$ cat config.mk
export PLATFORM = sky130hd
export DESIGN_NAME = bitplane_serializer
export DESIGN_NICKNAME = d
export VERILOG_FILES = /design/src/rtl/bps_pkg.sv /design/src/rtl/bps_plane_mask.sv /design/src/rtl/bps_plane_shifter.sv /design/src/rtl/bps_ctrl.sv /design/src/rtl/bitplane_serializer.sv
export SDC_FILE = /design/constraint.sdc
export NUM_CORES = 1
export LEC_CHECK = 0
export BUFFER_PORTS_ARGS = -buffer_cell sky130_fd_sc_hd__buf_2
export CORE_MARGIN = 4
export CORE_UTILIZATION = 30
export DETAILED_ROUTE_END_ITERATION = 8
export PLACE_DENSITY = 0.48
export SLEW_MARGIN = 20
export SYNTH_ARGS = -nofsm -noshare
export SYNTH_HDL_FRONTEND = slang
export SYNTH_SLANG_ARGS = --single-unit
$ cat constraint.sdc
create_clock -name clk -period 3.9 [get_ports clk]
set_clock_uncertainty 0.1 [all_clocks]
set_input_delay 0.195 -clock clk [delete_from_list [all_inputs] [get_ports clk]]
set_output_delay 0.195 -clock clk [all_outputs]
set_load 0.05 [all_outputs]
$ cat src/rtl/bps_pkg.sv
package bps_pkg;
  typedef enum logic [1:0] {
    OP_HOLD  = 2'd0,
    OP_LOAD  = 2'd1,
    OP_SHIFT = 2'd2
  } shift_op_e;
endpackage

$ cat src/rtl/bps_plane_mask.sv
module bps_plane_mask #(
  parameter int NUM_PLANES = 8,
  parameter int DEPTH_W    = $clog2(NUM_PLANES + 1)
) (
  input  logic [DEPTH_W-1:0]    depth,
  output logic [NUM_PLANES-1:0] active
);
  // a plane is live when its number is below the requested depth;
  // oversized depth codes simply enable every plane
  for (genvar p = 0; p < NUM_PLANES; p++) begin : g_plane
    assign active[p] = (32'(depth) > p);
  end
endmodule

$ cat src/rtl/bps_plane_shifter.sv
module bps_plane_shifter
  import bps_pkg::*;
#(
  parameter int WORD_W = 16
) (
  input  logic              clk,
  input  logic              rst_n,
  input  shift_op_e         op,
  input  logic              plane_on,
  input  logic [WORD_W-1:0] word_in,
  output logic              lead_bit
);
  logic [WORD_W-1:0] sr;

  always_ff @(posedge clk or negedge rst_n) begin
    if (!rst_n) begin
      sr <= '0;
    end else begin
      unique case (op)
        OP_LOAD:  sr <= plane_on ? word_in : '0;
        OP_SHIFT: sr <= {sr[WORD_W-2:0], 1'b0};
        default:  sr <= sr;
      endcase
    end
  end

  assign lead_bit = sr[WORD_W-1];
endmodule

$ cat src/rtl/bps_ctrl.sv
module bps_ctrl
  import bps_pkg::*;
#(
  parameter int WORD_W = 16,
  parameter int CNT_W  = $clog2(WORD_W + 1)
) (
  input  logic      clk,
  input  logic      rst_n,
  input  logic      word_valid,
  input  logic      idx_ready,
  output logic      word_ready,
  output logic      idx_valid,
  output shift_op_e op
);
  localparam logic [CNT_W-1:0] FULL = CNT_W'(WORD_W);
  localparam logic [CNT_W-1:0] ONE  = CNT_W'(1);

  logic [CNT_W-1:0] pending;
  logic             take_word;
  logic             advance;

  assign idx_valid  = (pending != '0);
  assign advance    = idx_valid && idx_ready;
  assign word_ready = !idx_valid || (pending == ONE && idx_ready);
  assign take_word  = word_valid && word_ready;

  always_comb begin
    if (take_word)    op = OP_LOAD;
    else if (advance) op = OP_SHIFT;
    else              op = OP_HOLD;
  end

  always_ff @(posedge clk or negedge rst_n) begin
    if (!rst_n)         pending <= '0;
    else if (take_word) pending <= FULL;
    else if (advance)   pending <= pending - ONE;
  end
endmodule

$ cat src/rtl/bitplane_serializer.sv
module bitplane_serializer
  import bps_pkg::*;
#(
  parameter int NUM_PLANES = 8,
  parameter int WORD_W     = 16,
  localparam int DEPTH_W   = $clog2(NUM_PLANES + 1)
) (
  input  logic                         clk,
  input  logic                         rst_n,
  input  logic                         word_valid,
  output logic                         word_ready,
  input  logic [NUM_PLANES*WORD_W-1:0] plane_words,
  input  logic [DEPTH_W-1:0]           depth,
  output logic                         idx_valid,
  input  logic                         idx_ready,
  output logic [NUM_PLANES-1:0]        idx
);
  shift_op_e             op;
  logic [NUM_PLANES-1:0] active;

  bps_ctrl #(.WORD_W(WORD_W)) i_ctrl (
    .clk        (clk),
    .rst_n      (rst_n),
    .word_valid (word_valid),
    .idx_ready  (idx_ready),
    .word_ready (word_ready),
    .idx_valid  (idx_valid),
    .op         (op)
  );

  bps_plane_mask #(.NUM_PLANES(NUM_PLANES), .DEPTH_W(DEPTH_W)) i_mask (
    .depth  (depth),
    .active (active)
  );

  for (genvar p = 0; p < NUM_PLANES; p++) begin : g_shift
    bps_plane_shifter #(.WORD_W(WORD_W)) i_shift (
      .clk      (clk),
      .rst_n    (rst_n),
      .op       (op),
      .plane_on (active[p]),
      .word_in  (plane_words[p*WORD_W +: WORD_W]),
      .lead_bit (idx[p])
    );
  end
endmodule

-- Word level (Yosys, flattened, before mapping)
Index checks and enable logic that the tools add are counted.
- latch bits: 0
- input port bits: 136
- memories: 0
- output and inout port bits: 10
- word-level logic and storage cells: 49
- RAM bits: 0
- bits in registers: 133
- memory bits (read-only): 0
- shifts and indexed selects: 0
- divide/modulo/power cells: 0
- eq/ne operators: 3
- mux-type cells: 20
- $mul: 0
- $add $sub $neg: 1
- reductions and logical operators: 8
- $lt $le $gt $ge: 8
- bitwise gates (word level): 0
- operators by type and width (cell ; number):
    $pmux 16 s2 ; 8
    $mux 16 ; 8
    $gt 4x3->1 const B ; 4
    $mux 5 ; 2
    $gt 4x1->1 const B ; 2
    $gt 4x2->1 const B ; 2
    $eq 5x1->1 const B ; 1
    $reduce_bool 5->1 ; 1
    $sub 5x1->5 const B ; 1
    $mux 2 ; 2
    $reduce_bool 2->1 ; 2
    $logic_and 1x1->1 ; 3
    $eq 2x1->1 const B ; 1
    $eq 2x2->1 const B ; 1
    $logic_not 1->1 ; 1
    $logic_or 1x1->1 ; 1

-- Depth between registers and ports, before layout
Gate-level depths: netlist (run 1).
- word-level depth: 7
- depth in mapped cells: 8
- mapped depth without buffers: 6

-- Hierarchy
From an unflattened synthesis (run 1), not the netlist that was laid out.
- cell total of the unflattened synthesis: 757
- area, all modules: 7792.5 sq um
- by module, submodules not included (module ; area each (sq um) ; sequential area each (sq um) ; cells an instance ; times used):
    bps_plane_shifter ; 923.4 ; 400.4 ; 89 ; 8
    bps_ctrl ; 341.6 ; 125.1 ; 36 ; 1
    bps_plane_mask ; 63.8 ; 0.0 ; 9 ; 1

-- Worst setup path before layout (run 1)
Ideal clock, no wire load.
- path kind: reg2out
- start: register i_ctrl.pending[0]
- end: output word_ready
- stages on the path, launching flop included: 7
- setup slack: 1.004 ns
- buffers on the path: 2
- arrival: 2.601 ns
- required time: 3.605 ns
- path through: dfrtp_1 > inv_1 > ha_1 > a21oi_1 > clkbuf_1 > buf_2 > nor4_1
- word-level cells in the longest chain between the ends: 3
- elaborated cells on any way between the ends: 5
- those cells by class: eq/ne: 1; reduce/logical: 4
- RTL lines (what ; RTL line ; RTL):
    start: declaration ; bps_ctrl.sv:18 ; logic [CNT_W-1:0] pending;
    start signal: assignment ; bps_ctrl.sv:36 ; else if (advance) pending <= pending - ONE;
    $eq 5x1->1 / $reduce_bool 5->1 (equally long branches) ; bps_ctrl.sv:24, bps_ctrl.sv:22 ;
    $logic_and 1x1->1 / $logic_not 1->1 (equally long branches) ; bps_ctrl.sv:24 ; assign word_ready = !idx_valid || (pending == ONE && idx_ready);
    $logic_or 1x1->1 (*) ; bps_ctrl.sv:24 ;
    end: declaration ; bitplane_serializer.sv:11 ; output logic word_ready,
Every way passes the cells marked *; elsewhere a longest branch is shown, timed or not.

-- Worst setup path after layout (run 1)
- start: register i_ctrl.pending[0]
- end: register g_shift[2].i_shift.sr[9]
- word-level cells in the longest chain between the ends: 7
- elaborated cells on any way between the ends: 13
- those cells by class: eq/ne: 3; mux: 3; reduce/logical: 7
- RTL lines (what ; RTL line ; RTL):
    $eq 5x1->1 / $reduce_bool 5->1 (equally long branches) ; bps_ctrl.sv:24, bps_ctrl.sv:22 ;
    $logic_and 1x1->1 / $logic_not 1->1 (equally long branches) ; bps_ctrl.sv:24 ;
    $logic_or 1x1->1 ; bps_ctrl.sv:24 ;
    $logic_and 1x1->1 ; bps_ctrl.sv:25 ; assign take_word = word_valid && word_ready;
    $mux 2 (*) ; bps_ctrl.sv:28 ; if (take_word) op = OP_LOAD;
    $eq 2x2->1 / $eq 2x1->1 (equally long branches) ; bps_plane_shifter.sv:19 ; unique case (op)
    $pmux 16 s2 / $reduce_bool 2->1 (equally long branches) ; n/a ;
    end signal: assignment ; bps_plane_shifter.sv:20 ; OP_LOAD: sr <= plane_on ? word_in : '0;
    end signal: assignment ; bps_plane_shifter.sv:21 ; OP_SHIFT: sr <= {sr[WORD_W-2:0], 1'b0};
    end signal: assignment ; bps_plane_shifter.sv:22 ; default: sr <= sr;
    end: declaration ; bps_plane_shifter.sv:13 ; logic [WORD_W-1:0] sr;
Marks and branches as above.
A chain may end at the register's enable or synchronous reset.

==> results of run 1 <==
-- through the flow --
| stage | setup slack (ns) | power [mW] | utilization | hold WS (ns) |
|---|---|---|---|---|
| after floorplan | 1.00 | 3.64 | - | -0.201 |
| final | 1.08 | 5.59 | 0.378 | 0.0422 |
| after CTS | 1.09 | 5.64 | 0.377 | 0.0275 |
| after global routing | 0.890 | 5.91 | 0.378 | 0.0467 |
| after detailed placement | 1.12 | 4.11 | 0.346 | 0.102 |
| after global placement | 1.28 | 4.06 | 0.346 | 0.0939 |
-- cell usage after synthesis, drive strengths merged --
cell type / instances
clkbuf: 43
dfrtp: 133
nor2: 3
a31oi: 5
mux2i: 1
ha: 3
or4: 2
or3: 1
nand2: 1
clkinv: 1
nand4: 1
a21oi: 6
a211oi: 7
inv: 21
o31ai: 1
nor4: 2
buf: 29
nand3: 5
nor4b: 92
o21ai: 7
a22oi: 1
a32o: 1
a22o: 8
a2111oi: 15
a221o: 116
or4b: 1
and4: 11
nor3: 7
a21o: 1
-- cell usage in the layout (no fill, tap or decap), types with 3 or more instances in the layout --
| cell type | count |
|---|---|
| buf_2 | 144 |
| inv_1 | 20 |
| dlygate4sd3_1 | 13 |
| nor3_1 | 6 |
| buf_4 | 12 |
| clkbuf_16 | 17 |
| ha_1 | 3 |
| and4_1 | 11 |
| nand3_1 | 5 |
| a31oi_1 | 5 |
| clkinv_2 | 5 |
| a21oi_1 | 5 |
| dfrtp_1 | 133 |
| a22o_1 | 8 |
| clkbuf_8 | 3 |
| nor4b_1 | 90 |
| a2111oi_0 | 15 |
| a211oi_1 | 6 |
| o21ai_0 | 6 |
| a221o_1 | 116 |
-- what timing repair did --
action,in CTS,in global routing
endpoints found under the hold margin,66,0
gates resized for setup,0,0
setup endpoints to repair,0,0
hold buffers,13,0
-- worst max-delay path by stage --
stage | cells past startpoint | endpoint | slack [ns] | start
after floorplan | 6 | word_ready | 1.00 | i_ctrl.pending[0]
after global placement | 7 | g_shift[2].i_shift.sr[5] | 1.28 | i_ctrl.pending[0]
after detailed placement | 7 | g_shift[1].i_shift.sr[5] | 1.12 | i_ctrl.pending[0]
after CTS | 7 | g_shift[2].i_shift.sr[1] | 1.09 | i_ctrl.pending[0]
after global routing | 7 | g_shift[2].i_shift.sr[12] | 0.89 | i_ctrl.pending[0]
final | 7 | g_shift[2].i_shift.sr[9] | 1.08 | i_ctrl.pending[0]
-- worst min-delay path, cell delays in order --
cell and delay (ns):
buf_2 0.07, and4_1 0.16, a221o_1 0.09
-- registers in the layout, indices dropped and copies added (netlist names) --
name	flops
g_shift.i_shift.sr	128
i_ctrl.pending	5
-- per-layer routing --
metal	GRT usage	part of all wire
met4	0.0467	0.010
met2	0.216	0.43
met1	0.226	0.49
met5	0	0
met3	0.0372	0.071
-- cell type report --
class	instances	area (um2)
fill	2064	13100
inverter	22	82.6
timing repair buffer	171	972
clock buffer	22	474
multi-input combinational	298	2710
sequential	133	3330
clock inverter	6	55.1
antenna	1	2.50
tap	275	344
-- power groups by stage --
stage / combinational [mW] / clock [mW] / sequential [mW]
final: 1.85 / 1.48 / 2.26
after detailed placement: 1.85 / 0 / 2.26
after global routing: 2.02 / 1.58 / 2.31
after global placement: 1.79 / 0 / 2.26
after floorplan: 1.50 / 0 / 2.15
after CTS: 1.87 / 1.52 / 2.25
-- cell families after synthesis --
family / count (synthesis)
and+or+nand+nor: 126
adders and majority gates: 3
muxes: 1
DFF: 133
buffers and inverters: 94
AOI/OAI and AO/OA: 168
==> flow_summary.json, run 1 <==
{
  "ys_seq_area_frac": 0.517,
  "tritoncts": "yes",
  "critPathBufInv": 3,
  "period_minus_slack_ns": 2.82,
  "yosys-mux-area-fraction": 0.00155,
  "vias_per_cell": 5.80,
  "netlist_instances": 525,
  "wl_per_cell_um": 20.0,
  "clockRootBuffer": "clkbuf_16",
  "grt_max_degree": 115,
  "synth_xor_area_frac": 0,
  "synth_compound_area_frac": 0.243,
  "post_cts_buffers": 0,
  "grt_pass1_vias": 5373,
  "initial_core_util": 0.305,
  "coreArea_um2": 21100,
  "hpwlAfterDp_um": 11500,
  "numClockSinks": 133,
  "synth_top_cell_by_area": "dfrtp_1",
  "crit_path_end_kind": "register",
  "clockBufferDepth": 2,
  "r2r-start": "i_ctrl.pending[0]",
  "pwr-share-clk": 0.265,
  "gp_congestion": 0.750,
  "clk_pin_slew_worst_paths_ns": 0.06,
  "synth.top_cell.area_share": 0.517,
  "grt_pass1_wl_um": 29200,
  "swShare": 0.365,
  "yosys.cell_types.count": 34,
  "stdcell_area_um2": 7970,
  "seqPwrFrac": 0.404,
  "worstHoldPathCells": 3,
  "synth-simple-area-share": 0.164,
  "path_class": "register to register",
  "worst-r2r-setup-slack_ns": 1.08,
  "fp.dieW_um": 155,
  "stdcell_count": 928,
  "antenna_found_initial": 0,
  "dieArea_um2": 23900,
  "crit_fanout": 72,
  "synth_fp_nets": 664,
  "crit_family": "buffers and inverters",
  "dp.cells": 886,
  "outcome": "finished clean",
  "drt_iter0_drc": 495,
  "syn_to_final_growth_pct": 23.7,
  "grtUsageTotal": 0.152,
  "fin_crit_sh": 0.723,
  "syn_area_um2": 6440,
  "setup_viol": 0,
  "rsz0062_at_grt": "no",
  "finalHoldViolations": 0,
  "min-delay-start": "plane_words[121]",
  "die_h_um": 155,
  "placed_cell_area_um2": 7300,
  "ys_warn_count": 0,
  "fin_setup_tns_ns": 0,
  "cts_max_level": 4,
  "powerDensity_nw_per_um2": 702,
  "crit_chain": "inv_1 > ha_1 > nor4b_4 > inv_2 > a22oi_4 > buf_4 > a221o_1",
  "maxCapViolations": 0,
  "irDropWorstVdd_uv": 442,
  "globalRouteOverflowTotal": 0,
  "max_slew_margin": 0.345,
  "worst_path_max_delay_cell": "buf_4",
  "worstHoldPathType": "primary input to register",
  "whs_endpoint": "g_shift[7].i_shift.sr[9]",
  "rr_endpoint": "g_shift[2].i_shift.sr[9]",
  "p_switching_mw": 2.04,
  "intPower_mw": 3.55,
  "maxClockFrequency_ghz": 0.354,
  "numCtsBuffers": 17,
  "io_pins": 146,
  "p_leak_nw": 3.52,
  "antenna_left": 0,
  "slowest_delay_ns": 0.62,
  "yosys_register_bits": 133,
  "drv_slew": 0,
  "vias": 5378,
  "drcViolationCount": 0,
  "fin_nets": 782,
  "clk_latency_ns": 0.42,
  "syn_area_per_cell_um2": 12.3,
  "rr_worst_depth": 7,
  "wirelength_um": 18500,
  "drive_above_1_share": 0.299,
  "synthTopCellsByArea": "dfrtp_1 (52%), a221o_1 (18%), nor4b_1 (12%)",
  "combPwrFrac": 0.331,
  "crit_required_ns": 4.15,
  "core.rowCount": 53,
  "cp.arrival_ns": 3.07,
  "worstMarginPinSlew_ns": 0.977,
  "worstSetupStartpointType": "register",
  "drtPass1Iterations": 4,
  "portBuffers": 145,
  "synth_top_family_by_area": "compound AO/OA/AOI/OAI gates",
  "synthAdderAreaFrac": 0.00583
}
(Power assumes the default switching activity.)
==> inputs of run 2 (changes only) <==
--- a/config.mk
+++ b/config.mk
@@ -9,7 +9,7 @@
 export CORE_MARGIN = 4
 export CORE_UTILIZATION = 30
 export DETAILED_ROUTE_END_ITERATION = 8
-export PLACE_DENSITY = 0.48
+export PLACE_DENSITY = 0.5
 export SLEW_MARGIN = 20
 export SYNTH_ARGS = -nofsm -noshare
 export SYNTH_HDL_FRONTEND = slang
==> constraint.sdc (replaced) <==
create_clock -name clk -period 2.3 [get_ports clk]
set_clock_uncertainty 0.1 [all_clocks]
set_input_delay 0.115 -clock clk [delete_from_list [all_inputs] [get_ports clk]]
set_output_delay 0.115 -clock clk [all_outputs]
set_load 0.05 [all_outputs]
==> run 2 against run 1 <==
Against the previous run: sequential power rose by 68%; critical path depth fell by 1; critical endpoint is now idx_valid; clock power rose by 110%; die area did not move.
==> flow_summary.json, run 2 (same netlist as run 1, synthesis figures left out) <==
{
  "io_pins": 146,
  "maxCapViolations": 0,
  "placed_cell_area_um2": 7480,
  "numClockSinks": 133,
  "largest_reg_flops": 128,
  "max_slew_margin": 0.507,
  "globalRouteOverflowTotal": 0,
  "grtUsageTotal": 0.157,
  "numCtsBuffers": 17,
  "layout_common_cells": "buf_2 (143), dfrtp_1 (133), a221o_1 (116), nor4b_1 (90), dlygate4sd3_1 (25)",
  "path_class": "register to output pin",
  "place_ws_ns": 0.172,
  "core.rowCount": 53,
  "drcViolationCount": 0,
  "crit_chain": "inv_1 > ha_1 > nor4b_4 > inv_2 > buf_4 > buf_2",
  "drive_above_1_share": 0.308,
  "finalHoldViolations": 0,
  "drv_slew": 0,
  "fin_ws_ns": 0.148,
  "clockBufferDepth": 2,
  "rr_endpoint": "g_shift[2].i_shift.sr[13]",
  "grt_pass1_wl_um": 30400,
  "utilization": 0.399,
  "reg.largest.list": "g_shift.i_shift.sr (128), i_ctrl.pending (5)",
  "worstMarginPinSlew_ns": 0.739,
  "grt_pass1_vias": 5565,
  "cp.arrival_ns": 1.94,
  "drtPass1Iterations": 5,
  "wirelength_um": 19000,
  "initial_core_util": 0.305,
  "grt_max_degree": 113,
  "whs_endpoint": "g_shift[0].i_shift.sr[10]",
  "min-delay-start": "plane_words[10]",
  "hpwlAfterDp_um": 12000,
  "crit_required_ns": 2.09,
  "maxClockFrequency_ghz": 0.465,
  "largest_register": "g_shift.i_shift.sr",
  "fin_total_pwr_mw": 10.4,
  "vias_per_cell": 5.73,
  "portBuffers": 145,
  "die_h_um": 155,
  "setup_viol": 0,
  "p_leak_nw": 3.73,
  "worstSetupStartpointType": "register",
  "outcome": "finished clean",
  "wl_per_cell_um": 19.8,
  "worst-r2r-setup-slack_ns": 0.16,
  "rr_worst_depth": 7,
  "irDropWorstVdd_uv": 573,
  "crit_path_end_kind": "output pin",
  "antenna_found_initial": 0,
  "slowest_delay_ns": 0.40,
  "r2r-start": "i_ctrl.pending[0]",
  "worstHoldPathType": "primary input to register",
  "fin_crit_sh": 0.936,
  "tritoncts": "yes",
  "crit_fanout": 7,
  "vias": 5475,
  "clk_pin_slew_worst_paths_ns": 0.06,
  "layout_commonest_cell": "buf_2",
  "worst_path_max_delay_cell": "dfrtp_1",
  "rsz0062_at_grt": "no",
  "diodes": 0,
  "gp_congestion": 0.817,
  "coreArea_um2": 21100,
  "worstHoldPathCells": 3,
  "fin_nets": 807,
  "drt_iter0_drc": 466,
  "cts_max_level": 4,
  "clk_latency_ns": 0.42,
  "clockRootBuffer": "clkbuf_16",
  "fin_setup_tns_ns": 0,
  "dieArea_um2": 23900,
  "period_minus_slack_ns": 2.15,
  "syn_to_final_growth_pct": 30.8,
  "fp.dieW_um": 155,
  "stdcell_area_um2": 8420,
  "powerDensity_nw_per_um2": 1230,
  "antenna_left": 0
}
==> run 2: worst max-delay path, delay by kind of cell (launching register included) <==
kind                     cells  cell delay [ns]
AND/OR/NAND/NOR              1             0.28
adder cells (fa/ha/maj)      1             0.25
flip-flops                   1             0.40
buffers and inverters        4             0.58
==> run 2: stage by stage <==
step,std cells,hold slack [ns]
5_1_grt,956,0.0586
3_3_place_gp,898,-0.0423
6_report,956,0.0566
3_5_place_dp,898,-0.0348
2_1_floorplan,525,-0.281
4_1_cts,955,0.0456
==> run 2: report_power, final <==
part           switching, mW  internal [mW]  leakage (nW)  total (mW)
Sequential             0.559           3.23          1.78        3.79
Clock                  0.991           2.12         0.329        3.11
Combinational           2.01           1.44          1.62        3.45
Total                   3.56           6.80          3.73        10.4
==> run 2: per-layer routing <==
layer,GRT usage,part of all wire
met2,0.221,0.43
met5,0,0
met1,0.239,0.49
met4,0.0416,0.0098
met3,0.0386,0.071
==> run 2: final cells by class <==
type / count / area (um2)
Fill cell: 2090 / 12700
Clock buffer: 24 / 482
Inverter: 22 / 82.6
Timing Repair Buffer: 196 / 1280
Clock inverter: 8 / 194
Sequential cell: 133 / 3330
Multi-Input combinational cell: 298 / 2710
Tap cell: 275 / 344
==> run 2: timing repair <==
item	in CTS	in global routing
resized for setup	0	1
hold buffers	25	0
setup buffers	0	1
setup endpoints to repair	0	2
hold endpoints to repair	157	0
==> run 2: how the worst max path moves through the flow <==
stage	to	start	slack (ns)	cells past startpoint
floorplan	word_ready	i_ctrl.pending[0]	0.08	6
global placement	g_shift[4].i_shift.sr[7]	i_ctrl.pending[2]	0.23	4
detailed placement	g_shift[5].i_shift.sr[9]	i_ctrl.pending[0]	0.17	7
CTS	idx_valid	i_ctrl.pending[0]	0.02	6
global route	word_ready	i_ctrl.pending[0]	0.01	6
finish	idx_valid	i_ctrl.pending[0]	0.15	6
